==> config.mk <==
export PLATFORM = sky130hd
export DESIGN_NAME = adc_result_seq
export DESIGN_NICKNAME = d
export VERILOG_FILES = /design/src/rtl/adc_result_seq.sv
export SDC_FILE = /design/constraint.sdc
export NUM_CORES = 1
export LEC_CHECK = 0
export BUFFER_PORTS_ARGS = -buffer_cell sky130_fd_sc_hd__buf_2
export CORE_ASPECT_RATIO = 1.5
export CORE_MARGIN = 2
export CORE_UTILIZATION = 48
export CTS_BUF_LIST = sky130_fd_sc_hd__clkbuf_4 sky130_fd_sc_hd__clkbuf_8 sky130_fd_sc_hd__clkbuf_16
export DETAILED_ROUTE_END_ITERATION = 8
export PLACE_DENSITY = 0.84
export SLEW_MARGIN = 40
export SYNTH_ARGS = -nofsm -noshare
export SYNTH_HDL_FRONTEND = slang
export SYNTH_SLANG_ARGS = --single-unit
==> constraint.sdc <==
create_clock -name clk -period 1.9 [get_ports clk]
set_clock_uncertainty 0.15 [all_clocks]
set_input_delay 0.38 -clock clk [delete_from_list [all_inputs] [get_ports clk]]
set_output_delay 0.38 -clock clk [all_outputs]
set_load 0.03 [all_outputs]
==> src/rtl/adc_result_seq.sv <==
module adc_result_seq #(
  parameter int NREG = 16,
  parameter int SW = 12,
  parameter int RW = 16,
  localparam int CW = $clog2(NREG),
  localparam int NW = CW + 1
) (
  input  logic               clk,
  input  logic               rst_n,
  input  logic               cfg_we,
  input  logic               cfg_right,
  input  logic [CW-1:0]      cfg_len,
  input  logic               cfg_fifo,
  input  logic               cont_scan,
  input  logic               seq_start,
  input  logic               seq_abort,
  input  logic               conv_done,
  input  logic [SW-1:0]      conv_data,
  input  logic               rd_en,
  input  logic [CW-1:0]      rd_idx,
  input  logic               fast_clr,
  output logic [NREG*RW-1:0] result_bus,
  output logic [CW-1:0]      conv_cnt,
  output logic [NREG-1:0]    done_flags,
  output logic               seq_done,
  output logic               cmp_en
);

  localparam logic [CW-1:0] RESET_LEN = CW'(4);

  logic          right_q, fifo_q, active_q, seqdone_q;
  logic [CW-1:0] len_q, cnt_q;
  logic [NW-1:0] nstored_q, seq_len;
  logic [NREG-1:0] flags_q;
  logic [RW-1:0] regs [NREG];

  logic          stop, take, last;
  logic [CW-1:0] cnt_inc;
  logic [RW-1:0] fmt;

  assign stop    = seq_abort | cfg_we;
  assign take    = conv_done & active_q & ~stop & ~seq_start;
  assign seq_len = (len_q == '0) ? NW'(NREG) : {1'b0, len_q};
  assign last    = take && ((nstored_q + NW'(1)) == seq_len);
  assign cnt_inc = (cnt_q == CW'(NREG - 1)) ? '0 : cnt_q + CW'(1);
  assign fmt     = right_q ? RW'(conv_data) : (RW'(conv_data) << (RW - SW));

  assign conv_cnt   = cnt_q;
  assign done_flags = flags_q;
  assign seq_done   = seqdone_q;
  assign cmp_en     = ~fifo_q;

  always_ff @(posedge clk or negedge rst_n) begin
    if (!rst_n) begin
      right_q <= 1'b0;
      fifo_q  <= 1'b0;
      len_q   <= RESET_LEN;
    end else if (cfg_we) begin
      right_q <= cfg_right;
      fifo_q  <= cfg_fifo;
      len_q   <= cfg_len;
    end
  end

  always_ff @(posedge clk or negedge rst_n) begin
    if (!rst_n) begin
      active_q  <= 1'b0;
      cnt_q     <= '0;
      nstored_q <= '0;
      seqdone_q <= 1'b0;
    end else if (stop) begin
      active_q  <= 1'b0;
      cnt_q     <= '0;
      nstored_q <= '0;
    end else if (seq_start) begin
      active_q  <= 1'b1;
      cnt_q     <= '0;
      nstored_q <= '0;
      seqdone_q <= 1'b0;
    end else if (take) begin
      if (last) begin
        nstored_q <= '0;
        seqdone_q <= 1'b1;
        if (!cont_scan) active_q <= 1'b0;
        cnt_q <= fifo_q ? cnt_inc : '0;
      end else begin
        nstored_q <= nstored_q + NW'(1);
        cnt_q     <= cnt_inc;
      end
    end
  end

  always_ff @(posedge clk or negedge rst_n) begin
    if (!rst_n) begin
      flags_q <= '0;
    end else if (seq_start && !stop) begin
      flags_q <= '0;
    end else begin
      for (int i = 0; i < NREG; i++) begin
        if (take && cnt_q == CW'(i))
          flags_q[i] <= 1'b1;
        else if (rd_en && fast_clr && rd_idx == CW'(i))
          flags_q[i] <= 1'b0;
      end
    end
  end

  always_ff @(posedge clk or negedge rst_n) begin
    if (!rst_n) begin
      for (int i = 0; i < NREG; i++) regs[i] <= '0;
    end else if (take) begin
      regs[cnt_q] <= fmt;
    end
  end

  for (genvar g = 0; g < NREG; g++) begin : g_out
    assign result_bus[g*RW +: RW] = regs[g];
  end

  p_abort_clr_r6: assert property (@(posedge clk) disable iff (!rst_n)
    stop |=> (conv_cnt == '0) && !active_q);

  p_start_clr_r5: assert property (@(posedge clk) disable iff (!rst_n)
    (seq_start && !stop) |=> (conv_cnt == '0) && (done_flags == '0) && !seq_done);

  p_flag_set_r7: assert property (@(posedge clk) disable iff (!rst_n)
    take |=> done_flags[$past(cnt_q)]);

  p_right_hi_zero_r1: assert property (@(posedge clk) disable iff (!rst_n)
    (take && right_q) |=> ((regs[$past(cnt_q)] >> SW) == '0));

  p_left_lo_zero_r1: assert property (@(posedge clk) disable iff (!rst_n)
    (take && !right_q) |=> ((regs[$past(cnt_q)] << SW) == '0));

  p_ring_wrap_r4: assert property (@(posedge clk) disable iff (!rst_n)
    (take && fifo_q && cnt_q == CW'(NREG - 1)) |=> (conv_cnt == '0));

  p_seq_end_r3: assert property (@(posedge clk) disable iff (!rst_n)
    (last && !fifo_q) |=> (conv_cnt == '0) && seq_done);

  p_cmp_off_r8: assert property (@(posedge clk) disable iff (!rst_n)
    (cfg_we && cfg_fifo) |=> !cmp_en);

endmodule

# After elaboration in Yosys (flattened, before gate mapping)
# Cells that the tools add are included.
# W data, S select, Z words.
dict set report word_totals {
  register_bits 289
  wordCells 201
}
dict set report op_classes {
  n_addsub 2
  magnitude_cmp 2
  n_eq_ne 32
  n_mux 56
  bitwise 8
  n_reduce_logical 62
}
# op count
set op_table {}
lappend op_table {{$bwmux W256} 1}
lappend op_table {{$demux W16 S4} 1}
lappend op_table {{$eq A4 B4 Y1 const B} 16}
lappend op_table {{$reduce_bool A3 Y1} 18}
lappend op_table {{$mux W16} 3}
lappend op_table {{$mux W1} 40}
lappend op_table {{$logic_and A1 B1 Y1} 36}
lappend op_table {{$eq A4 B3 Y1 const B} 8}
lappend op_table {{$mux W5} 5}
lappend op_table {{$mux W4} 6}
lappend op_table {{$eq A4 B2 Y1 const B} 4}
lappend op_table {{$logic_not A4 Y1} 3}
lappend op_table {{$eq A4 B1 Y1 const B} 2}
lappend op_table {{$reduce_and A3 Y1} 2}
lappend op_table {{$add A5 B1 Y5 const B} 1}
lappend op_table {{$eq A5 B5 Y1} 1}
lappend op_table {{$ge A5 B5 Y1 const B} 1}
lappend op_table {{$lt A5 B1 Y1 const B} 1}
lappend op_table {{$not A4 Y5} 1}
lappend op_table {{$add A4 B1 Y4 const B} 1}
lappend op_table {{$reduce_bool A2 Y1} 2}
lappend op_table {{$and A1 B1 Y1} 3}
lappend op_table {{$ne A3 B1 Y1 const B} 1}
lappend op_table {{$not A1 Y1} 3}
lappend op_table {{other kinds (2)} 2}

# Depth between registers and ports, before layout
# Gate-level depths: netlist (run 1).
dict set report logic_depth {
  depth_word 9
  depth_mapped 7
}

# Least setup slack after synthesis (run 1)
# OpenSTA, ideal clock, no wires.
dict set report synth_path {
  kind {register to register}
  startpoint {register cnt_q[2] (netlist: conv_cnt[2])}
  endpoint {register regs, in the netlist result_bus[22]}
  arrival_time_ps 1804
  setup_slack_ps -179
  path_stages_with_launch 6
  path_buffers 2
  period_less_slack_ps 2079
  path_cell_list {dfrtp_1 buf_4 nor2_1 nand2_2 buf_6 mux2_2}
}
dict set report synth_between {
  elab_chain_len 6
  word_cells_on_any_way 7
}
# element line_no
set synth_rtl {}
lappend synth_rtl {{start: declaration} 32} ;# logic [CW-1:0] len_q, cnt_q;
lappend synth_rtl {{start signal: assignment} 85} ;# cnt_q <= fifo_q ? cnt_inc : '0;
lappend synth_rtl {{start signal: assignment} 88} ;# cnt_q <= cnt_inc;
lappend synth_rtl {{$not A4 Y5 (implied by the code) (*)} 112} ;# regs[cnt_q] <= fmt;
lappend synth_rtl {{$ge A5 B5 Y1 (implied by the code) / $lt A5 B1 Y1 (equally long branches)} 112}
lappend synth_rtl {{$logic_and A1 B1 Y1 (implied by the code)} 112}
lappend synth_rtl {{$mux W16 (implied by the code)} 112}
lappend synth_rtl {{$demux W16 S4 (*)} 112}
lappend synth_rtl {{$bwmux W256 (*)} 112}
lappend synth_rtl {{end signal: indexed assignment} 112}
lappend synth_rtl {{end: declaration} 35} ;# logic [RW-1:0] regs [NREG];
# Mark *: on every way between the ends. The rest lies on a longest branch, timed or not.
# A chain may end at the register's enable or synchronous reset.

# Worst setup path after layout (run 1)
dict set report layout_path {
  startpoint {register len_q[0]}
  endpoint {register nstored_q[2]}
}
dict set report layout_between {
  elab_chain_len 8
}
# element line_no
set layout_rtl {}
lappend layout_rtl {{start: declaration} 32}
lappend layout_rtl {{start signal: assignment} 61} ;# len_q <= cfg_len;
lappend layout_rtl {{$logic_not A4 Y1} 43} ;# assign seq_len = (len_q == '0) ? NW'(NREG) : {1'b0, len_q};
lappend layout_rtl {{$mux W5 (*)} 43}
lappend layout_rtl {{$eq A5 B5 Y1 (*)} 44} ;# assign last = take && ((nstored_q + NW'(1)) == seq_len);
lappend layout_rtl {{$logic_and A1 B1 Y1 (*)} 44}
lappend layout_rtl {{$mux W5 (*)} 81} ;# if (last) begin
lappend layout_rtl {{$mux W5 (*)} 80} ;# end else if (take) begin
lappend layout_rtl {{$mux W5 (*)} 75} ;# end else if (seq_start) begin
lappend layout_rtl {{$mux W5 (*)} 71} ;# end else if (stop) begin
lappend layout_rtl {{end signal: assignment} 87} ;# nstored_q <= nstored_q + NW'(1);
lappend layout_rtl {{end: declaration} 33} ;# logic [NW-1:0] nstored_q, seq_len;
# Mark *: on every way between the ends. The rest lies on a longest branch, timed or not. The select of a mux whose other input is x is not followed.

==> flow_metrics.tcl, run 1 <==
set metrics [dict create \
    status "finished, violations left" \
    grt_pass1_wl_um 51300 \
    yosysSeqAreaShare_pct 61.9 \
    synth_compound_area_share_pct 2.18 \
    max_cap_violations 0 \
    die_x_um 131 \
    whs_endpoint "done_flags[2]" \
    ff2ff_setup_slack_ns -0.08 \
    final_cell_area_um2 15400 \
    clkSlewWorstSetupHoldPaths_ns 0.07 \
    ioPinCount 309 \
    worstSetupEndpointType "register" \
    timing.final.crit_period_ns 1.98 \
    r2r_end "nstored_q[2]" \
    overflow 0 \
    cp-start-kind "register" \
    vias_per_cell 5.49 \
    synth_top_family_by_area "multiplexers" \
    failed_checks "negative setup slack" \
    clk_latency_ns 0.52 \
    grt_start_max_net_pins 66 \
    syn_to_final_growth_pct 31.5 \
    syn_area_um2 11700 \
    drv_slew 0 \
    synth_edf_count 0 \
    firstDrtPassIters 6 \
    powerDensity_nw_per_um2 823 \
    dp_hpwl_um 22900 \
    wl_per_cell_um 22.8 \
    crit_buf_inv 1 \
    routed_wl_um 33200 \
    min_delay_path_depth 3 \
    met2_length_um 17200 \
    n_antenna_cell 0 \
    nFillCells 1733 \
    ys_ff_latch 289 \
    synthArstFlopShare_pct 100 \
    ys_types 48 \
    cts_max_level 1 \
    rows 69 \
    rr_startpoint "len_q[0]" \
    tightestPinTransition_ns 0.792 \
    yosys_most_used_dff "dfrtp_1" \
    cp_max_fo 7 \
    path_cells "or4_4 > xnor3_2 > buf_8 > nor3_4 > o211ai_1" \
    antenna_found_initial 2 \
    rsz0062_at_grt "yes" \
    synth_area_per_cell_um2 15.5 \
    num_vias 8011 \
    crit_family "simple AND/OR/NAND/NOR gates" \
    synthAdderAreaFrac_pct 0.535 \
    cp_slowest_cell "or4_4" \
    r2r_cells 5 \
    hold_class "in -> reg" \
    start_util_pct 49.0 \
    ant_nets 0 \
    setup_tns_ns -0.411 \
    syn-num-nets 789 \
    p_leak_nw 8.70 \
    crit_arrival_ns 2.22 \
    final_cells 1459 \
    dieArea_um2 25600 \
    port_buffers 308 \
    cts_tree "done" \
    cts_buffer_depth 3 \
    whs_ns 0.0588 \
    final-hold-violation-count 0 \
    wl_met3_um 1950 \
    die_h_um 195 \
    worstPathRequired_ns 2.15 \
    synthMuxAreaShare_pct 26.2 \
    critPathMaxStageDelay_ns 0.53 \
    placed_area_um2 14200 \
    finalSetupViolCount 9 \
    nets 1156 \
    route.detailed.drc 0 \
    drive_above_1_share_pct 64.7 \
    core-area_um2 23800 \
    drt_iter0_markers 380 \
    criticalPathCategory "reg -> reg" \
    min_period_over_period_pct 104 \
    top_layer "met5" \
    irDropWorstVdd_uv 680 \
    dp_cells 1399 \
    clock_sinks 289 \
    fin_ws_ns -0.0784 \
    yosys.area_share.simple_pct 5.44 \
    synth_cells 753 \
    relSlewSlack_pct 47.2 \
    synth-xor-area-share_pct 0.760 \
    cts_root_buffer "clkbuf_16" \
    numCtsBuffers 26 \
    wl_met1_um 12600 \
    grt_usage_pct 25.9 \
    worstHoldStart "rd_idx[0]" \
    routabilityCongestion 0.860 \
    max_clock_freq_mhz 505 \
    ys_warn_count 0 \
    grt_pass1_vias 8650 \
]
[report_power, final]
group	internal, mW	total, mW	leakage [nW]	switching (mW)
sequential	6.21	6.25	4.01	0.0366
clock	3.26	5.58	0.457	2.32
combinational	0.240	0.819	4.24	0.579
[layout make-up]
cell class / count / area, µm² / share of cell area, %
Timing Repair Buffer: 388 / 2500 / 16.3
Multi-Input combinational cell: 409 / 4280 / 27.9
Sequential cell: 289 / 7240 / 47.1
Inverter: 6 / 22.5 / 0.147
Clock inverter: 13 / 156 / 1.02
Clock buffer: 35 / 767 / 4.99
Tap cell: 319 / 399 / 2.60
[worst reg2reg max path, cell delays in order, from the launching register on]
cell and delay (ns):
dfrtp_1 0.37, or4_4 0.53, xnor3_2 0.28, buf_8 0.17
nor3_4 0.21, o211ai_1 0.13
[Yosys cell counts (2+ instances only)]
| master | count | area share, % |
|---|---|---|
| nand2_1 | 24 | 0.77 |
| nand4_1 | 7 | 0.37 |
| inv_1 | 6 | 0.19 |
| nand3_1 | 8 | 0.34 |
| xnor3_1 | 2 | 0.39 |
| a31oi_1 | 2 | 0.11 |
| nor4_1 | 2 | 0.11 |
| nor2b_1 | 5 | 0.27 |
| buf_2 | 6 | 0.26 |
| buf_4 | 4 | 0.26 |
| buf_6 | 14 | 1.3 |
| mux2_2 | 263 | 25 |
| dfrtp_1 | 288 | 62 |
| nand4_2 | 3 | 0.32 |
| clkbuf_1 | 24 | 0.77 |
| o21ai_0 | 5 | 0.21 |
| a21oi_1 | 4 | 0.17 |
| and2_1 | 5 | 0.27 |
| o311ai_0 | 6 | 0.45 |
| xor2_1 | 3 | 0.22 |
| and3_1 | 3 | 0.16 |
| mux2_4 | 5 | 0.64 |
| o31ai_1 | 3 | 0.19 |
| nand2_2 | 3 | 0.16 |
| o211ai_1 | 13 | 0.84 |
| ha_1 | 5 | 0.54 |
| nand2b_1 | 4 | 0.21 |
| nor2_1 | 6 | 0.19 |
| nor3_1 | 3 | 0.13 |
| nand3_4 | 8 | 1.2 |
| xnor2_1 | 2 | 0.15 |
[through the flow]
stage	setup slack, ns	util (%)	power [mW]
2_1_floorplan	-0.129	-	6.72
3_3_place_gp	-0.152	59.4	7.14
3_5_place_dp	-0.178	59.4	7.16
4_1_cts	-0.0685	64.0	12.7
5_1_grt	-0.166	64.5	13.1
6_report	-0.0784	64.5	12.6
[routing by layer]
layer | vias to the layer above | track usage [%]
met3 | 87 | 4.57
met1 | 4163 | 30.9
met5 | - | 0
met2 | 336 | 46.4
li1 | 3423 | -
met4 | 2 | 10.8
[worst max path at each step]
stage / start / cells past startpoint / to
5_1_grt: len_q[0] / 5 / nstored_q[4]
3_3_place_gp: cfg_we / 7 / result_bus[208]
6_report: len_q[0] / 5 / nstored_q[2]
4_1_cts: len_q[0] / 5 / nstored_q[4]
2_1_floorplan: cfg_we / 7 / result_bus[214]
3_5_place_dp: cfg_we / 7 / result_bus[210]
[registers in the layout, indices dropped and copies added, names as in the netlist]
name / cells
len_q: 4
seq_done: 1
conv_cnt: 4
fifo_q: 1
nstored_q: 5
result_bus: 256
done_flags: 16
right_q: 1
active_q: 1
[cell families (layout without fill, tap and decap cells)]
group | after synthesis | count (layout)
fa+ha+maj | 5 | 5
xor+xnor | 7 | 7
mux | 270 | 270
buf+inv | 55 | 442
compound gates | 36 | 36
simple gates | 91 | 91
flops | 289 | 289
[what timing repair did]
action | 4_1_cts | 5_1_grt
pin swaps | 9 | 4
hold endpoints to repair | 274 | 0
hold buffers | 8 | 0
setup buffers | 0 | 2
resized for setup | 13 | 14
gates cloned | 0 | 2
endpoints found under the setup margin | 11 | 43
[placed cells by master (no fill, tap or decap), types with 3 or more instances in the layout]
cell,instances
mux2_4,16
clkinv_4,3
clkbuf_4,5
clkbuf_8,5
clkinv_2,5
nand3_4,8
nand2_2,3
nand4_2,3
dfrtp_1,285
bufinv_16,3
buf_4,45
nand2b_1,4
nand4_1,7
dlygate4sd3_1,8
nand2_1,24
inv_1,5
buf_12,22
o211ai_1,13
dfrtp_2,3
nor2b_1,5
clkbuf_16,29
o21ai_0,3
nor2_1,5
mux2_2,253
buf_2,305
nand3_1,8
o311ai_0,4
xor2_1,3
and2_1,4
(Power assumes the default switching activity.)
==> run 2, diff against run 1 <==
--- a/config.mk
+++ b/config.mk
@@ -14,2 +14,3 @@
 export PLACE_DENSITY = 0.84
+export SETUP_SLACK_MARGIN = 0.05
 export SLEW_MARGIN = 40
==> constraint.sdc (replaced) <==
create_clock -name clk -period 1.9 [get_ports clk]
set_clock_uncertainty 0.15 [all_clocks]
set_input_delay 0.285 -clock clk [delete_from_list [all_inputs] [get_ports clk]]
set_output_delay 0.285 -clock clk [all_outputs]
set_load 0.03 [all_outputs]
==> run 2 against run 1 <==
  * Highest routed layer is now met4
  * Flip-flop and latch count unchanged
  * Combinational power up 0.9%
  * Global-route usage down 0.11 points
  * The flow still finishes with violations (negative setup slack)
  * Register-to-register slack better by 0.03 ns
  * Via count up 0.22%
  * Sequential share of layout area down 0.90 points
==> flow_metrics.tcl, run 2 (synthesis results as in run 1) <==
set metrics [dict create \
    wl_per_cell_um 23.1 \
    timing.final.crit_period_ns 1.95 \
    finalSetupViolCount 19 \
    rsz0062_at_grt "yes" \
    cts_max_level 1 \
    max_cap_violations 0 \
    grt_usage_pct 25.8 \
    r2r_end "nstored_q[4]" \
    status "finished, violations left" \
    worstSetupEndpointType "register" \
    min_delay_path_depth 4 \
    p_sw_mw 2.86 \
    comb_power_share_pct 6.6 \
    drt_iter0_markers 428 \
    path_cells "or4_1 > xnor3_2 > buf_6 > o311ai_2 > a21oi_1" \
    ioPinCount 309 \
    routabilityCongestion 0.849 \
    relSlewSlack_pct 48.5 \
    cp_slowest_cell "or4_1" \
    vias_per_cell 5.46 \
    clock_sinks 289 \
    min_period_over_period_pct 103 \
    whs_ns 0.0438 \
    hold_class "in -> reg" \
    p_int_mw 9.68 \
    power.total_mw 12.5 \
    grt_pass1_wl_um 51100 \
    irDropWorstVdd_uv 728 \
    routed_wl_um 34000 \
    post-route-util_pct 65.7 \
    num_vias 8029 \
    clkSlewWorstSetupHoldPaths_ns 0.07 \
    numCtsBuffers 26 \
    dieArea_um2 25600 \
    final-hold-violation-count 0 \
    overflow 0 \
    crit_arrival_ns 2.21 \
    powerDensity_nw_per_um2 801 \
    clk_latency_ns 0.53 \
    whs_endpoint "done_flags[5]" \
    failed_checks "negative setup slack" \
    grt_start_max_net_pins 67 \
    crit_buf_inv 1 \
    place_ws_ns -0.0651 \
    rows 69 \
    port_buffers 308 \
    worstHoldStart "fast_clr" \
    largest_register_ffs 256 \
    tightestPinTransition_ns 0.772 \
    route.detailed.drc 0 \
    critPathMaxStageDelay_ns 0.53 \
    fin_ws_ns -0.0533 \
    die_h_um 195 \
    cts_tree "done" \
    start_util_pct 49.0 \
    drive_above_1_share_pct 64.7 \
    rr_startpoint "len_q[0]" \
    seq_power_share_pct 49.8 \
    critical_path_cell_count 5 \
    max_clock_freq_mhz 512 \
    antenna_found_initial 1 \
    drv_slew 0 \
    die_x_um 131 \
    dp_hpwl_um 23200 \
    cp_max_fo 4 \
    grt_pass1_vias 8684 \
    firstDrtPassIters 4 \
    syn_to_final_growth_pct 34.1 \
    crit_family "simple AND/OR/NAND/NOR gates" \
    ff2ff_setup_slack_ns -0.05 \
    ant_nets 0 \
    r2r_cells 5 \
    criticalPathCategory "reg -> reg" \
    final_cell_mix "buf_2 (305), dfrtp_1 (284), mux2_2 (199)" \
    core-area_um2 23800 \
    cts_buffer_depth 3 \
    cts_root_buffer "clkbuf_16" \
    p_clk_share_pct 43.6 \
    final_common_cell "buf_2" \
    swShare_pct 22.8 \
    nets 1166 \
    cp-start-kind "register" \
    worstPathRequired_ns 2.16 \
    p_leak_nw 8.95 \
]
[run 2: cell types whose count changed in the layout (fill, tap and decap cells not counted), moves of 3 or more]
cell / change
mux2_2: -54
clkinv_4: -3
buf_6: +8
mux2_4: +54
dlygate4sd3_1: +4
clkbuf_8: +5
[run 2: final cells by class]
type | count | area [µm²]
fillers | 1652 | 8160
flip-flops and latches | 289 | 7240
multi-input cells | 409 | 4490
repair buffers | 398 | 2600
clock buffers | 43 | 858
well taps | 319 | 399
clock inverters | 5 | 52.6
inverters | 6 | 22.5
diodes | 1 | 2.50
[run 2: through the flow]
| stage | instance area [µm²] | setup TNS [ns] | instances |
|---|---|---|---|
| 3_5_place_dp | 14200 | -0.976 | 1396 |
| 3_3_place_gp | 14200 | -1.15 | 1396 |
| 2_1_floorplan | 11800 | -2.01 | 753 |
| 5_1_grt | 15700 | -1.90 | 1470 |
| 6_report | 15700 | -0.380 | 1470 |
| 4_1_cts | 15300 | -0.134 | 1458 |
[run 2: timing repair]
item,4_1_cts,5_1_grt
endpoints found under the hold margin,298,0
hold buffers,12,0
resized for setup,14,69
gates cloned,0,2
pin swaps,4,8
setup endpoints to repair,78,190
buffers inserted,2,8
[run 2: routing by layer]
layer	global-route usage (%)	routed length (µm)	vias to the layer above
met4	12.1	1540	0
met3	4.23	1650	78
met2	46.8	17900	335
li1	-	-	3446
met5	0	0	-
met1	29.9	12900	4170
[run 2: how the worst max path moves through the flow]
stage | start | to | slack, ns
global route | len_q[0] | conv_cnt[1] | -0.12
global placement | seq_abort | result_bus[211] | -0.06
finish | len_q[0] | nstored_q[4] | -0.05
floorplan | conv_cnt[1] | result_bus[214] | -0.08
CTS | len_q[0] | conv_cnt[1] | -0.03
detailed placement | seq_abort | result_bus[211] | -0.07
[run 2: worst register-to-register path: stages (launching register included)]
cell	delay [ns]
dfrtp_1	0.37
or4_1	0.53
xnor3_2	0.29
buf_6	0.16
o311ai_2	0.22
a21oi_1	0.11
[run 2: power by group through the flow]
stage | logic (mW) | clock network (mW) | registers, mW
after CTS | 0.813 | 5.56 | 6.25
final | 0.826 | 5.46 | 6.25
after detailed placement | 0.778 | 0 | 6.36
after floorplan | 0.258 | 0 | 6.46
after global routing | 0.892 | 5.83 | 6.25
after global placement | 0.764 | 0 | 6.36
